===== config.mk =====
export PLATFORM = sky130hd
export DESIGN_NAME = eeacc_ctrl
export DESIGN_NICKNAME = d
export VERILOG_FILES = /design/src/rtl/eeacc_pkg.sv /design/src/rtl/eeacc_rd_seq.sv /design/src/rtl/eeacc_wr_track.sv /design/src/rtl/eeacc_ctrl.sv
export SDC_FILE = /design/constraint.sdc
export NUM_CORES = 1
export LEC_CHECK = 0
export BUFFER_PORTS_ARGS = -buffer_cell sky130_fd_sc_hd__buf_2
export CAP_MARGIN = 5
export CORE_ASPECT_RATIO = 0.6
export CORE_MARGIN = 4
export CORE_UTILIZATION = 45
export CTS_BUF_LIST = sky130_fd_sc_hd__clkbuf_8
export CTS_CLUSTER_DIAMETER = 60
export CTS_CLUSTER_SIZE = 30
export DETAILED_ROUTE_END_ITERATION = 8
export GPL_ROUTABILITY_DRIVEN = 0
export PLACE_DENSITY = 0.74
export SYNTH_ARGS = -nofsm -noshare
export SYNTH_HDL_FRONTEND = slang
export SYNTH_SLANG_ARGS = --single-unit

===== constraint.sdc =====
create_clock -name clk_i -period 2.6 [get_ports clk_i]
set_clock_uncertainty 0.15 [all_clocks]
set_input_delay 0.26 -clock clk_i [delete_from_list [all_inputs] [get_ports clk_i]]
set_output_delay 0.26 -clock clk_i [all_outputs]
set_load 0.02 [all_outputs]

===== src/rtl/eeacc_pkg.sv =====
package eeacc_pkg;
  typedef enum logic [1:0] {
    SEL_LOC  = 2'd0,
    SEL_BYTE = 2'd1,
    SEL_CTRL = 2'd2,
    SEL_NONE = 2'd3
  } reg_sel_e;

  typedef enum logic [1:0] {
    RD_IDLE  = 2'd0,
    RD_ISSUE = 2'd1,
    RD_CAPT  = 2'd2
  } rd_state_e;

  localparam int unsigned CB_RSTB = 0;
  localparam int unsigned CB_BUSY = 1;
  localparam int unsigned CB_RERR = 2;
  localparam int unsigned CB_CORR = 3;
endpackage


===== src/rtl/eeacc_rd_seq.sv =====
module eeacc_rd_seq
  import eeacc_pkg::*;
(
  input  logic clk_i,
  input  logic rst_ni,
  input  logic start_i,
  output logic active_o,
  output logic mem_req_o,
  output logic capture_o
);
  rd_state_e st_q;

  always_ff @(posedge clk_i or negedge rst_ni) begin
    if (!rst_ni) st_q <= RD_IDLE;
    else begin
      unique case (st_q)
        RD_IDLE:  if (start_i) st_q <= RD_ISSUE;
        RD_ISSUE: st_q <= RD_CAPT;
        RD_CAPT:  st_q <= RD_IDLE;
        default:  st_q <= RD_IDLE;
      endcase
    end
  end

  assign active_o  = (st_q != RD_IDLE);
  assign mem_req_o = (st_q == RD_ISSUE);
  assign capture_o = (st_q == RD_CAPT);


  stall_second_cycle_chk: assert property (@(posedge clk_i) disable iff (!rst_ni)
    $rose(active_o) |=> active_o);

  stall_ends_chk: assert property (@(posedge clk_i) disable iff (!rst_ni)
    (active_o && $past(active_o)) |=> !active_o);

  strobe_clears_chk: assert property (@(posedge clk_i) disable iff (!rst_ni)
    capture_o |=> !active_o);
endmodule


===== src/rtl/eeacc_wr_track.sv =====
module eeacc_wr_track #(
  parameter int unsigned WR_CYCLES = 6
) (
  input  logic clk_i,
  input  logic rst_ni,
  input  logic start_i,
  input  logic abort_i,
  output logic busy_o,
  output logic commit_o
);
  localparam int unsigned CW = $clog2(WR_CYCLES + 1);

  logic [CW-1:0] cnt_q;

  assign busy_o   = (cnt_q != '0);
  assign commit_o = (cnt_q == CW'(1)) && !abort_i;

  always_ff @(posedge clk_i or negedge rst_ni) begin
    if (!rst_ni) cnt_q <= '0;
    else if (busy_o) cnt_q <= abort_i ? '0 : cnt_q - CW'(1);
    else if (start_i) cnt_q <= CW'(WR_CYCLES);
  end


  busy_on_start_chk: assert property (@(posedge clk_i) disable iff (!rst_ni)
    (start_i && !busy_o) |=> busy_o);

  abort_drops_busy_chk: assert property (@(posedge clk_i) disable iff (!rst_ni)
    (busy_o && abort_i) |=> !busy_o);

  commit_last_chk: assert property (@(posedge clk_i) disable iff (!rst_ni)
    commit_o |=> !busy_o);
endmodule


===== src/rtl/eeacc_ctrl.sv =====
module eeacc_ctrl
  import eeacc_pkg::*;
#(
  parameter int unsigned AW        = 8,
  parameter int unsigned DW        = 8,
  parameter int unsigned WR_CYCLES = 6
) (
  input  logic          clk_i,
  input  logic          rst_ni,
  input  logic          reg_we_i,
  input  logic [1:0]    reg_sel_i,
  input  logic [DW-1:0] reg_wdata_i,
  output logic [DW-1:0] reg_rdata_o,
  output logic          stall_o,
  output logic          mem_re_o,
  output logic          mem_we_o,
  output logic [AW-1:0] mem_addr_o,
  output logic [DW-1:0] mem_wdata_o,
  input  logic [DW-1:0] mem_rdata_i
);
  logic [AW-1:0] loc_q;
  logic [DW-1:0] byte_q;
  logic          rerr_q, corr_q;
  logic          loc_we, byte_we, ctrl_we;
  logic          rd_start, rd_reject, wr_start, wr_abort;
  logic          rd_active, rd_capture, rd_req;
  logic          wr_busy, wr_commit;
  logic [DW-1:0] loc_ext, ctrl_rd;

  assign loc_we  = reg_we_i && (reg_sel_i == SEL_LOC);
  assign byte_we = reg_we_i && (reg_sel_i == SEL_BYTE);
  assign ctrl_we = reg_we_i && (reg_sel_i == SEL_CTRL);

  assign rd_start  = ctrl_we && reg_wdata_i[CB_RSTB] && !wr_busy && !rd_active;
  assign rd_reject = ctrl_we && reg_wdata_i[CB_RSTB] && wr_busy;
  // read wins when both request bits are set
  assign wr_start  = ctrl_we && reg_wdata_i[CB_BUSY] && !reg_wdata_i[CB_RSTB]
                     && !wr_busy && !rd_active;
  assign wr_abort  = (loc_we || byte_we) && wr_busy;

  eeacc_rd_seq u_rd_seq (
    .clk_i     (clk_i),
    .rst_ni    (rst_ni),
    .start_i   (rd_start),
    .active_o  (rd_active),
    .mem_req_o (rd_req),
    .capture_o (rd_capture)
  );

  eeacc_wr_track #(.WR_CYCLES(WR_CYCLES)) u_wr_track (
    .clk_i    (clk_i),
    .rst_ni   (rst_ni),
    .start_i  (wr_start),
    .abort_i  (wr_abort),
    .busy_o   (wr_busy),
    .commit_o (wr_commit)
  );

  always_ff @(posedge clk_i or negedge rst_ni) begin
    if (!rst_ni) begin
      loc_q  <= '0;
      byte_q <= '0;
      rerr_q <= 1'b0;
      corr_q <= 1'b0;
    end else begin
      if (loc_we) loc_q <= reg_wdata_i[AW-1:0];
      if (rd_capture) byte_q <= mem_rdata_i;
      else if (byte_we) byte_q <= reg_wdata_i;
      if (rd_reject) rerr_q <= 1'b1;
      else if (ctrl_we && reg_wdata_i[CB_RERR]) rerr_q <= 1'b0;
      if (wr_abort) corr_q <= 1'b1;
      else if (ctrl_we && reg_wdata_i[CB_CORR]) corr_q <= 1'b0;
    end
  end

  always_comb begin
    loc_ext = '0;
    loc_ext[AW-1:0] = loc_q;
    ctrl_rd = '0;
    ctrl_rd[CB_RSTB] = rd_active;
    ctrl_rd[CB_BUSY] = wr_busy;
    ctrl_rd[CB_RERR] = rerr_q;
    ctrl_rd[CB_CORR] = corr_q;
    unique case (reg_sel_i)
      SEL_LOC:  reg_rdata_o = loc_ext;
      SEL_BYTE: reg_rdata_o = byte_q;
      SEL_CTRL: reg_rdata_o = ctrl_rd;
      default:  reg_rdata_o = '0;
    endcase
  end

  assign stall_o     = rd_active;
  assign mem_re_o    = rd_req;
  assign mem_we_o    = wr_commit;
  assign mem_addr_o  = loc_q;
  assign mem_wdata_o = byte_q;


  reject_holds_chk: assert property (@(posedge clk_i) disable iff (!rst_ni)
    rd_reject |=> (!stall_o && rerr_q));

  abort_flags_chk: assert property (@(posedge clk_i) disable iff (!rst_ni)
    wr_abort |=> (corr_q && !wr_busy));

  mem_excl_chk: assert property (@(posedge clk_i) disable iff (!rst_ni)
    !(mem_re_o && mem_we_o));

  both_bits_read_chk: assert property (@(posedge clk_i) disable iff (!rst_ni)
    (ctrl_we && reg_wdata_i[CB_RSTB] && reg_wdata_i[CB_BUSY] && !wr_busy && !rd_active)
      |=> (stall_o && !wr_busy));
endmodule


==> PnR_summary.wiki, run 1 <==
{| class="wikitable"
! Metric !! Value
|-
| Clock latency of the later-clocked register in the worst-skew pair || about 260 ps
|-
| Most frequent cells after synthesis || dfrtp_1 (23), mux2_2 (16), mux2_4 (8), nor2_1 (8), mux2i_1 (7)
|-
| Clock tree from TritonCTS || built
|-
| Largest net degree at the start of global routing || 24
|-
| Status || complete, no violations
|-
| Maximum clock rate || 473 MHz
|-
| Clock Path Buffers || 2
|-
| Switching Fraction || 0.379
|-
| NumNets Final || 180
|-
| Y dimension of the die || approximately 50 µm
|-
| Number of clock buffers inserted by TritonCTS || 3
|-
| Num Clock Sinks || 23
|-
| Full die area || about 0.0038 mm²
|-
| Largest cells by area after synthesis || dfrtp_1 (45%), mux2_2 (14%), mux2_4 (9.4%), mux2i_1 (5.5%), ha_1 (2.9%)
|-
| Clk pwr share || 0.166
|-
| CTS root buffer || clkbuf_8
|-
| PD cells || 830 mW/mm²
|-
| Worst supply voltage drop on vdd || about 440 µV
|-
| Final routed wire length divided by cell count || 16.1 µm
|-
| Total routed wirelength || around 3000 µm
|-
| Primary flip-flop cell chosen by synthesis mapping || dfrtp_1
|-
| Post-CTS clock slew at the launch and capture registers of the worst setup and hold paths || 80 ps
|-
| Total vias in the final route || 991
|-
| Net count after synthesis || 130
|-
| Std-Cell Core Area || about 0.0026 mm²
|-
| Post-synth design cell area || 0.00127 mm²
|-
| Worst Slack Setup Final || 488 ps
|-
| Number of warnings issued by yosys || 0
|-
| CP Class || register to output pin
|-
| Maximum capacitance violations || 0
|-
| H-tree depth || 1
|-
| Fraction of final layout cells sized beyond drive strength 1 || 0.497
|-
| Sequential-to-total area share from yosys stat || 0.451
|-
| Mean instance size in the synthesized netlist || 12.0 µm²
|-
| Internal Dissipation || 0.815 mW
|-
| Crit. End Element || output pin
|-
| GRT Resource Usage Total || 0.163
|-
| Area share of the largest cell type after synthesis || 0.451
|-
| Hold Crit Class || primary input to register
|-
| Worst-case headroom to the max-slew limit || 0.655
|-
| Distinct cell type count after synthesis || 29
|-
| Std-Cell Rows || 14
|-
| Endpoint required time on the critical path || 2190 ps
|-
| PostCTS Resize Cnt || 0
|-
| Logic gate share of total power || 0.430
|-
| Cell accounting for the most synthesized area || dfrtp_1
|-
| Area grow syn2layout || 23.9%
|-
| Final period util || 0.812
|-
| Clock period minus final worst setup slack || 2110 ps
|-
| Count of pins over their slew limit || 0
|-
| Number of hold-slack violations in the final timing report || 0
|-
| Crit Path Max Fanout || 5
|-
| DRC marker count from the first detailed-route iteration || 34
|-
| Number of primary I/O pins || 48
|-
| Net switching power || 0.498 mW
|-
| Via density per instance || 5.30
|-
| Antenna violations before repair || 0
|-
| Leakage power total || 0.812 nW
|-
| Setup TNS Final || 0 ps
|-
| Number of antenna-violating nets in the routed design || 0
|-
| Fraction of synthesis flops using an asynchronous set or reset pin || 1.00
|-
| Slew @ Worst Pin || 517 ps
|-
| Number of enable flip-flop cells after synthesis || 0
|-
| Number of global-route vias before repair || between 1000 and 1500
|-
| Placed wire-length estimate after detailed placement || roughly 2300 µm
|-
| Global route total overflow || 0
|-
| Remaining routing DRC violations || 0
|-
| Unrepaired setup endpoints after global routing || false
|-
| Yosys reg bits || 23
|-
| Die outline width || roughly 77 µm
|-
| Global-route wire length before repair || 4940 µm
|-
| Effective utilization at floorplan || 0.488
|-
| Worst slack after detailed placement || between 700 and 800 ps
|-
| First-pass iteration count of the detailed router || 4
|-
| Fraction of power consumed by sequential logic || 0.405
|-
| Final setup violating endpoints || 0
|-
| Port bufs || 47
|-
| Antenna Diode Count || 0
|-
| Dominant cell by count in the synthesized netlist || dfrtp_1
|-
| Endpoint arrival time on the critical path || 1700 ps
|-
| Element type at the critical path start || register
|-
| Synthesized instance count || between 100 and 150
|}
## stage by stage
| stage | hold WS (ps) | power [mW] | utilization | cells | area (µm²) |
|---|---|---|---|---|---|
| 2_1_floorplan | -186 | 0.920 | - | 106 | 1270 |
| 3_3_place_gp | 110 | 1.09 | 0.584 | 182 | 1530 |
| 3_5_place_dp | 116 | 1.10 | 0.584 | 182 | 1530 |
| 4_1_cts | 83.2 | 1.32 | 0.605 | 187 | 1580 |
| 5_1_grt | 102 | 1.39 | 0.605 | 187 | 1580 |
| 6_report | 87.9 | 1.31 | 0.605 | 187 | 1580 |
## flip-flops by register name, summed over array words and instances (netlist names)
signal            count
u_wr_track.cnt_q      3
corr_q                1
rerr_q                1
mem_addr_o            8
u_rd_seq.st_q         2
mem_wdata_o           8
## power groups by stage
stage	Clock [mW]	Sequential (mW)	Combinational, mW
floorplan	0	0.601	0.319
global placement	0	0.533	0.556
detailed placement	0	0.534	0.565
CTS	0.223	0.531	0.567
global route	0.236	0.545	0.612
finish	0.218	0.531	0.564
## path summary, 6_finish.rpt
path	slack [ps]	depth (start not counted)	end	from
worst min-delay path	90	2	mem_addr_o[6]	reg_wdata_i[6]
worst min register to register	320	1	u_rd_seq.st_q[1]	u_rd_seq.st_q[1]
min in group asynchronous	350	2	u_rd_seq.st_q[1]	rst_ni
worst max-delay path	490	6	reg_rdata_o[1]	u_wr_track.cnt_q[0]
worst max register to register	860	4	mem_wdata_o[5]	u_rd_seq.st_q[1]
max in group asynchronous	1600	2	u_wr_track.cnt_q[0]	rst_ni
## area by class of cell
class	instances	area [µm²]
multi-input cells	76	656
clock inverters	1	3.75
flip-flops and latches	23	576
well taps	32	40.0
fillers	228	1030
clock buffers	3	41.3
inverters	3	11.3
repair buffers	49	253
## what timing repair did
item / CTS / global route
hold buffers: 1 / 0
buffers inserted: 0 / 0
hold endpoints to repair: 23 / 0
## layer usage
layer  GRT usage  vias to the layer above  routed length, µm
met4      0.0120                        0                  0
li1            -                      473                  -
met3      0.0498                        0                196
met5           0                        -                  0
met2       0.246                       38               1260
met1       0.238                      480               1560
## cells by family after synthesis
kind of cell               share of synthesized area
AOI/OAI and AO/OA                             0.0667
adders and majority gates                     0.0294
buffers and inverters                         0.0343
DFF                                            0.451
muxes                                          0.290
and+or+nand+nor                                0.128
## critical path, cell delays in order, from the launching register on
cell,delay (ps)
dfrtp_1,400
inv_1,80
ha_1,240
nand2b_1,190
mux2i_1,110
o21ai_0,210
buf_2,210
## cell usage in the layout (no fill, tap or decap), types with 2 or more instances in the layout
cell type	Yosys	routed
clkbuf_8	0	3
ha_1	3	3
a21o_1	2	2
o21ai_0	3	3
buf_2	2	47
mux2_2	16	16
mux2i_1	7	7
nand2b_1	2	2
inv_1	3	4
nand2_1	6	6
mux2_4	8	8
nor2b_1	5	5
nor3_1	2	2
nor2_1	8	8
dfrtp_1	23	23
Note: power is estimated with default switching activity, not from simulation.
==> inputs of run 2 (changes only) <==
- PLACE_DENSITY: 0.74 -> 0.77
- clock period: 2.6 -> 1.7 ns (I/O delays scaled with it)
==> run 2 against run 1 <==
Utilization rose by 4.5 points. Hold slack got worse by 84 ps. Power rose by 70%. Largest cell class unchanged.
==> PnR_summary.wiki, run 2 (same netlist as run 1, synthesis figures left out) <==
{| class="wikitable"
! Metric !! Value
|-
| Status || complete, no violations
|-
| Biggest cell delay along the critical path || about 400 ps
|-
| Maximum clock rate || 594 MHz
|-
| Global route total overflow || 0
|-
| Grt met2 use || 0.299
|-
| DRC marker count from the first detailed-route iteration || 66
|-
| FF-to-FF setup slack || 80 ps
|-
| Busiest layer in global routing || met2
|-
| Reg2reg end || mem_wdata_o[1]
|-
| Crit. End Element || output pin
|-
| Via density per instance || around 5.4
|-
| Num Clock Sinks || 23
|-
| Area grow syn2layout || 33.2%
|-
| Worst Slack Setup Final || 17.3 ps
|-
| Kind of cell adding the most delay to the critical path || flip-flops
|-
| Placed wire-length estimate after detailed placement || 2570 µm
|-
| Antenna violations before repair || 0
|-
| Std-Cell Core Area || 0.00261 mm²
|-
| Hold EP || mem_addr_o[4]
|-
| Global routing usage on met3 || 0.0498
|-
| Crit Path Max Fanout || 4
|-
| GR Layer Usage met1 || 0.256
|-
| Post-Route Hold Slack || roughly 3.5 ps
|-
| NumNets Final || roughly 190
|-
| Clock period minus final worst setup slack || roughly 1700 ps
|-
| Cell area after layout || 0.00170 mm²
|-
| Post-CTS clock slew at the launch and capture registers of the worst setup and hold paths || 90 ps
|-
| Element type at the critical path start || register
|-
| CP Class || register to output pin
|-
| Maximum capacitance violations || 0
|-
| Largest net degree at the start of global routing || 24
|-
| Total vias in the final route || 1060
|-
| Global-route wire length before repair || around 5500 µm
|-
| Final period util || 0.990
|-
| Post-route insts no fill || 198
|-
| Source of the worst hold timing path || reg_wdata_i[4]
|-
| Final routed wire length divided by cell count || 17.0 µm
|-
| Slew @ Worst Pin || 523 ps
|-
| Port bufs || 47
|-
| Number of antenna-violating nets in the routed design || 0
|-
| Std-Cell Rows || 14
|-
| Full die area || around 0.0038 mm²
|-
| Number of global-route vias before repair || 1053
|-
| Total routed wirelength || 3360 µm
|-
| Die outline width || 76.7 µm
|-
| Slowest library cell on the worst path || dfrtp_1
|-
| Number of clock buffers inserted by TritonCTS || 3
|-
| PD cells || 1310 mW/mm²
|-
| Unrepaired setup endpoints after global routing || true
|-
| Final setup violating endpoints || 0
|-
| H-tree depth || 1
|-
| Logic depth of the worst register-to-register path || 4
|-
| Effective utilization at floorplan || 0.488
|-
| First-pass iteration count of the detailed router || 4
|-
| Count of cells along the worst hold path || 2
|-
| Design Power || 2.23 mW
|-
| Clock Path Buffers || 2
|-
| CTS root buffer || clkbuf_8
|-
| Clock latency of the later-clocked register in the worst-skew pair || 260 ps
|-
| Number of hold-slack violations in the final timing report || 0
|-
| Worst-case headroom to the max-slew limit || 0.652
|-
| DP Cell Count || around 190
|-
| Worst slack after detailed placement || -16.2 ps
|-
| Number of primary I/O pins || 48
|-
| Hold Crit Class || primary input to register
|-
| Clock tree from TritonCTS || built
|-
| Y dimension of the die || between 40 and 50 µm
|-
| Remaining routing DRC violations || 0
|-
| Leakage power total || 0.865 nW
|-
| Count of pins over their slew limit || 0
|-
| GRT Resource Usage Total || 0.186
|-
| Critical path cell sequence || inv_2 -> ha_4 -> nand2b_4 -> mux2i_1 -> o21ai_1 -> buf_4
|-
| Fraction of final layout cells sized beyond drive strength 1 || 0.560
|-
| Most common cell after layout, fill and taps aside || buf_2
|-
| Endpoint arrival time on the critical path || 1360 ps
|-
| Most frequent cells in the layout || buf_2 (46), dfrtp_1 (23), mux2_2 (16), buf_4 (11)
|-
| Worst supply voltage drop on vdd || 521 µV
|-
| FF-to-FF Start || u_rd_seq.st_q[1]
|-
| Cell area after placement || 0.00156 mm²
|-
| Antenna Diode Count || 0
|-
| Buffers & Inverters on Critical Path || 2
|-
| Endpoint required time on the critical path || 1380 ps
|}
[run 2: cell count changes in the layout (fill, tap and decap cells not counted), moves of 2 or more]
| cell | before | now |
|---|---|---|
| buf_4 | 1 | 11 |
| inv_1 | 4 | 1 |
| dlygate4sd3_1 | 1 | 3 |
| inv_2 | 0 | 2 |
[run 2: what timing repair did]
| action | CTS | global route |
|---|---|---|
| hold buffers | 3 | 0 |
| pin swaps | 0 | 1 |
| setup buffers | 1 | 3 |
| gates resized for setup | 6 | 3 |
| hold endpoints to repair | 25 | 0 |
| setup endpoints to repair | 10 | 10 |
[run 2: stage by stage]
step,util,setup TNS (ps)
after floorplan,-,0
after global routing,0.651,-150
after detailed placement,0.599,-60.7
after global placement,0.599,0
final,0.651,0
after CTS,0.636,0
[run 2: worst max-delay path by stage]
stage / end / slack, ps / cells past startpoint / start
2_1_floorplan: reg_rdata_o[1] / 30 / 5 / u_wr_track.cnt_q[0]
3_3_place_gp: mem_wdata_o[7] / 40 / 4 / u_rd_seq.st_q[0]
3_5_place_dp: mem_wdata_o[5] / -20 / 4 / u_rd_seq.st_q[0]
4_1_cts: reg_rdata_o[1] / 6 / 6 / u_wr_track.cnt_q[1]
5_1_grt: reg_rdata_o[1] / -30 / 6 / u_wr_track.cnt_q[0]
6_report: reg_rdata_o[1] / 20 / 6 / u_wr_track.cnt_q[1]
[run 2: final cells by class]
type | instances | area, µm²
clock inverters | 1 | 5.00
clock buffers | 3 | 41.3
multi-input cells | 76 | 682
repair buffers | 60 | 343
fillers | 212 | 912
inverters | 3 | 11.3
flip-flops and latches | 23 | 576
well taps | 32 | 40.0
[run 2: power by group]
group | internal, mW | switching [mW]
Sequential | 0.696 | 0.122
Clock | 0.164 | 0.180
Combinational | 0.530 | 0.535
[run 2: routing by layer]
layer	vias to the layer above	routed length, µm
met1	512	1510
met2	50	1580
met4	0	8
met3	2	263
met5	-	0
li1	496	-
